$ cat config.mk
export PLATFORM = sky130hd
export DESIGN_NAME = irq_route_unit
export DESIGN_NICKNAME = d
export VERILOG_FILES = /design/src/rtl/irq_route_unit.sv
export SDC_FILE = /design/constraint.sdc
export NUM_CORES = 1
export LEC_CHECK = 0
export CAP_MARGIN = 20
export CELL_PAD_IN_SITES_DETAIL_PLACEMENT = 2
export CELL_PAD_IN_SITES_GLOBAL_PLACEMENT = 2
export CORE_MARGIN = 5
export CORE_UTILIZATION = 34
export DETAILED_ROUTE_END_ITERATION = 7
export PLACE_DENSITY_LB_ADDON = 0.1
export SETUP_SLACK_MARGIN = 0.02
export SYNTH_ARGS = -nofsm -noshare
export SYNTH_HDL_FRONTEND = slang
export SYNTH_SLANG_ARGS = --single-unit
export TNS_END_PERCENT = 100
$ cat constraint.sdc
create_clock -name clk -period 1.8 [get_ports clk]
set_clock_uncertainty 0.2 [all_clocks]
set_input_delay 0.18 -clock clk [delete_from_list [all_inputs] [get_ports clk]]
set_output_delay 0.18 -clock clk [all_outputs]
set_load 0.01 [all_outputs]
$ cat src/rtl/irq_route_unit.sv
module irq_route_unit #(
  parameter int NSRC = 17
) (
  input  logic        clk,
  input  logic        rst_n,
  input  logic        wr_en,
  input  logic [3:0]  addr,
  input  logic [7:0]  wdata,
  output logic [7:0]  rdata,
  input  logic [2:0]  tmr_req,
  input  logic        dio_req,
  input  logic [7:0]  gpio_req,
  input  logic        wdt_req,
  input  logic [3:0]  thm_req,
  input  logic [10:0] isa_irq_in,
  output logic [7:0]  line_irq,
  output logic [10:0] isa_irq_out
);

  logic [7:0] tmr_ctl, dio_ctl, gpio_ctl, gpio_arm, wdt_ctl, thm_ctl, isa_lo;
  logic [2:0] isa_hi;
  logic [NSRC-1:0] st, prev, req, arm, set_v, clr, pend;

  assign req   = {thm_req, wdt_req, gpio_req, dio_req, tmr_req};
  assign arm   = {thm_ctl[3:0], wdt_ctl[0], gpio_arm, dio_ctl[0], tmr_ctl[2:0]};
  assign set_v = req & ~prev & arm;
  assign pend  = st & arm;

  assign clr = wr_en ? {(addr == 4'd10) ? wdata[3:0] : 4'h0,
                        (addr == 4'd8)  ? wdata[0]   : 1'b0,
                        (addr == 4'd6)  ? wdata      : 8'h00,
                        (addr == 4'd3)  ? wdata[0]   : 1'b0,
                        (addr == 4'd1)  ? wdata[2:0] : 3'h0} : '0;

  always_ff @(posedge clk or negedge rst_n) begin
    if (!rst_n) begin
      st   <= '0;
      prev <= '0;
    end else begin
      st   <= (st & ~clr) | set_v;
      prev <= req;
    end
  end

  always_ff @(posedge clk or negedge rst_n) begin
    if (!rst_n) begin
      tmr_ctl <= '0; dio_ctl <= '0; gpio_ctl <= '0; gpio_arm <= '0;
      wdt_ctl <= '0; thm_ctl <= '0; isa_lo <= '0; isa_hi <= '0;
    end else if (wr_en) begin
      case (addr)
        4'd0:  tmr_ctl  <= wdata & 8'hF7;
        4'd2:  dio_ctl  <= wdata & 8'hF1;
        4'd4:  gpio_ctl <= wdata & 8'hF0;
        4'd5:  gpio_arm <= wdata;
        4'd7:  wdt_ctl  <= wdata & 8'hF1;
        4'd9:  thm_ctl  <= wdata;
        4'd11: isa_lo   <= wdata;
        4'd12: isa_hi   <= wdata[2:0];
        default: ;
      endcase
    end
  end

  function automatic logic [7:0] route(input logic hit, input logic [7:0] ctl);
    return (hit && ctl[7]) ? (8'd1 << ctl[6:4]) : 8'd0;
  endfunction

  assign line_irq = route(|pend[2:0],   tmr_ctl)  |
                    route(pend[3],      dio_ctl)  |
                    route(|pend[11:4],  gpio_ctl) |
                    route(pend[12],     wdt_ctl)  |
                    route(|pend[16:13], thm_ctl);

  assign isa_irq_out = isa_irq_in & {isa_hi, isa_lo};

  always_comb begin
    case (addr)
      4'd0:    rdata = tmr_ctl;
      4'd1:    rdata = {5'd0, st[2:0]};
      4'd2:    rdata = dio_ctl;
      4'd3:    rdata = {7'd0, st[3]};
      4'd4:    rdata = gpio_ctl;
      4'd5:    rdata = gpio_arm;
      4'd6:    rdata = st[11:4];
      4'd7:    rdata = wdt_ctl;
      4'd8:    rdata = {7'd0, st[12]};
      4'd9:    rdata = thm_ctl;
      4'd10:   rdata = {thm_req[3], 3'd0, st[16:13]};
      4'd11:   rdata = isa_lo;
      4'd12:   rdata = {5'd0, isa_hi};
      default: rdata = 8'd0;
    endcase
  end

  assert_sticky_R3: assert property (@(posedge clk) disable iff (!rst_n)
    (clr == '0) |=> ((st & $past(st)) == $past(st)));

  assert_disarmed_no_set_R3: assert property (@(posedge clk) disable iff (!rst_n)
    1'b1 |=> (((st & ~$past(st)) & ~$past(arm)) == '0));

  assert_w1c_R4: assert property (@(posedge clk) disable iff (!rst_n)
    (clr != '0) |=> ((st & $past(clr) & ~$past(set_v)) == '0));

  assert_set_wins_R5: assert property (@(posedge clk) disable iff (!rst_n)
    (set_v != '0) |=> ((st & $past(set_v)) == $past(set_v)));

  assert_groups_off_R2: assert property (@(posedge clk) disable iff (!rst_n)
    !(tmr_ctl[7] | dio_ctl[7] | gpio_ctl[7] | wdt_ctl[7] | thm_ctl[7]) |-> (line_irq == 8'd0));

  assert_isa_off_R10: assert property (@(posedge clk) disable iff (!rst_n)
    (isa_lo == 8'd0 && isa_hi == 3'd0) |-> (isa_irq_out == 11'd0));

endmodule

==> summary.txt, run 1 <==
Clock tree
  – CTS max path bufs: 2
  – CTS H-tree lvls: 3
  – Worst-skew pair later-pin latency: 350 ps
  – Clock transition at the registers of the reported paths: 70 ps
  – CTS tree: built
  – CTS Buf Count: 9
  – Clk sinks: 82
  – Clk root buf: clkbuf_16

Timing
  – Pin slew with the least headroom to its limit: 476 ps
  – Final hold violations: 0
  – Final Max Slew Viols: 0
  – Final min period: 2260 ps
  – Hold_ws: 105 ps
  – Finish-stage setup viols: 15
  – Slew HR: 0.682
  – Fmax: 443 MHz
  – Final worst slack: -456 ps
  – Post-Route Setup TNS: -5020 ps
  – RSZ-0062 raised after global routing: true
  – Crit share post-route: 1.25

Worst setup path
  – Reg2reg path depth: 4
  – Crit Path Max Fanout: 3
  – RR Startpoint: gpio_arm[4]
  – Slowest stage cell, crit path: dfrtp_1
  – CP top delay family: compound AO/OA/AOI/OAI gates
  – CP required: 1420 ps
  – Crit path from: wdt_ctl[0]
  – Max stage delay on crit path: 410 ps
  – Setup CP Type: flip-flop to output pin
  – Critical Path Start Type: flip-flop
  – FF-to-FF setup slack: 410 ps
  – Crit. End Element: output pin
  – Reg2reg end: gpio_arm[4]
  – CP Cell Sequence: buf_6 -> a32o_1 -> a221o_1 -> a311o_1 -> buf_2
  – Cell depth of the worst setup path: 5
  – Worst Setup EP: rdata[0]
  – CP Data Arrival Time: 1880 ps
  – Worst path buffer plus inverter count: 2

Synth
  – Sequential share of the synthesized area: 0.491
  – Yosys warns: 0
  – Multiplexer share of the synthesized area: 0.155
  – Compound-Gate Fraction of Synth Area: 0.156
  – Adder-cell share of the synthesized area: 0
  – Gate Count Post-Synth: 380
  – Syn nets: 423
  – Xor and xnor area share after synthesis: 0
  – Top_reg_cell synth: dfrtp_1
  – Post-synthesis simple-gate area fraction: 0.169
  – Synth async-reset ratio: 1.00
  – EDFF count, synth: 0
  – Netlist Area Pre-Place: 0.00418 mm²
  – Avg Synthesized Cell Area: 11.0 µm²
  – Synth Register Bits: 82
  – Largest family of logic cells by synthesized area: simple AND/OR/NAND/NOR gates
  – Library cells used by synthesis: 51

Place
  – RePlAce Congestion: 0.903
  – Placed cells: 700
  – Final HPWL from detailed placement: 13.6 mm
  – Post-placement cell area: 0.00590 mm²
  – # port buffers: 69

Route
  – Drc violations: 0
  – DRT antenna net count: 0
  – Avg WL per Cell: 27.0 µm
  – Total wire length: 19.9 mm
  – Vias per cell: 5.75
  – Drt pass-1 iters: 4
  – Via Count: 4243
  – First-iteration detailed-routing DRC count: 264

Cells and area
  – Area delta synth->final: 56.6%
  – Post-Layout Cell Count: 738
  – Most frequent cells in the layout: buf_4 (128), dfrtp_1 (82), nand2_1 (41), mux2_2 (39), clkdlybuf4s50_1 (38)
  – Share of cells above drive strength 1: 0.448
  – Final core utilization: 0.544
  – Number of diodes: 0
  – Most common cell after layout, fill and taps aside: buf_4
  – Layout Nets: 629
  – Final instance area: 0.00654 mm²

Power
  – Pleak: 2.89 nW
  – VDD IR max: 0.745 mV
  – Sw Ratio: 0.342
  – Clk network pwr share: 0.272
  – Int Power: 4.66 mW
  – Cell Pwr Density: 1080 mW/mm²
  – Comb power frac: 0.363
  – Sequential share of power: 0.366
  – Net switching power: 2.42 mW

Global routing
  – Largest net degree at the start of global routing: 83
  – Initial antenna violation count: 0
  – Gr usage total: 0.273
  – Gr ovfl total: 0
  – First-pass GRT wire length: 29.5 mm
  – Vias in the first global route: 4832

Floorplan
  – Overall die height: 121 µm
  – Die Wd: 121 µm
  – Core area: 0.0120 mm²
  – I/O pin cnt: 70
  – Starting density of the core: 0.348
  – Die area: 0.0146 mm²
  – Rows: 40

Status
  – Failing checks: negative setup slack
  – Status: complete, but fails checks

Hold path
  – Type of the worst min-delay path: input port to flip-flop
  – Min-delay src: gpio_req[1]

Job
  – Max-Cap Viols: 0
flip-flops by register name (all words and copies together), names as in the netlist:
name      count
thm_ctl       8
gpio_ctl      4
wdt_ctl       5
prev         17
isa_hi        3
isa_lo        8
st           17
gpio_arm      8
tmr_ctl       7
dio_ctl       5
stage by stage:
stage	total power [mW]	setup WS (ps)
after detailed placement	4.82	-951
after CTS	6.87	-437
after global placement	4.64	-919
after global routing	7.39	-509
after floorplan	3.34	90.0
final	7.07	-456
cells in the mapped netlist (5+ instances only):
cell type / count / area [µm²]
dfrtp_1: 82 / 2050
mux2_2: 42 / 473
nand2_1: 42 / 158
nand3b_1: 17 / 128
o21ai_0: 15 / 75.1
a21oi_1: 12 / 60.1
and2_1: 12 / 75.1
nor2_1: 12 / 45.0
buf_2: 11 / 55.1
nand3_1: 11 / 55.1
a22oi_1: 10 / 75.1
mux2_1: 10 / 113
a32o_1: 8 / 80.1
a32oi_1: 8 / 70.1
o211ai_1: 7 / 52.6
inv_1: 6 / 22.5
mux2i_1: 6 / 60.1
nand4_1: 5 / 31.3
nor2b_1: 5 / 31.3
o22ai_1: 5 / 31.3
repair_timing:
item,in CTS,in global routing
buffers inserted,9,9
endpoints found under the setup margin,80,41
hold buffers,1,0
cloned,3,0
endpoints found under the hold margin,82,0
gates resized for setup,131,25
pin swaps,21,18
per-layer routing:
metal / GRT usage / part of all wire
met2: 0.478 / 0.52
met4: 0.0992 / 0.029
met5: 0 / 0
met1: 0.327 / 0.40
met3: 0.0617 / 0.044
cells by family (layout without fill, tap and decap cells):
| group | after synthesis | after routing |
|---|---|---|
| AND/OR/NAND/NOR | 126 | 126 |
| flip-flops | 82 | 82 |
| AO/OA/AOI/OAI | 89 | 89 |
| multiplexers | 58 | 58 |
| buffers and inverters | 25 | 236 |
how the worst min path moves through the flow:
| stage | endpoint | slack, ps | cells after the start |
|---|---|---|---|
| 2_1_floorplan | dio_ctl[0] | -320 | 0 |
| 3_3_place_gp | isa_hi[2] | 50 | 2 |
| 3_5_place_dp | isa_hi[1] | 60 | 2 |
| 4_1_cts | prev[5] | 100 | 1 |
| 5_1_grt | prev[1] | 100 | 1 |
| 6_report | prev[5] | 100 | 1 |
area by class of cell:
cell class	count	area, µm²
Clock inverter	5	62.6
Tap cell	147	184
Timing Repair Buffer	213	1750
Fill cell	1193	5470
Multi-Input combinational cell	273	2220
Sequential cell	82	2050
Clock buffer	11	243
Inverter	7	26.3
power by group through the flow:
stage	registers (mW)	clock network, mW	logic [mW]
after floorplan	2.47	0	0.865
after CTS	2.54	1.96	2.37
final	2.59	1.92	2.57
after detailed placement	2.55	0	2.26
after global placement	2.51	0	2.13
after global routing	2.61	2.05	2.72
Power figures use the tool's default switching activity.
==> inputs of run 2 (changes only) <==
SLEW_MARGIN = 15   (was unset)
==> results of run 2 <==
No change in the layout: final DEF, timing and power equal those of run 1.
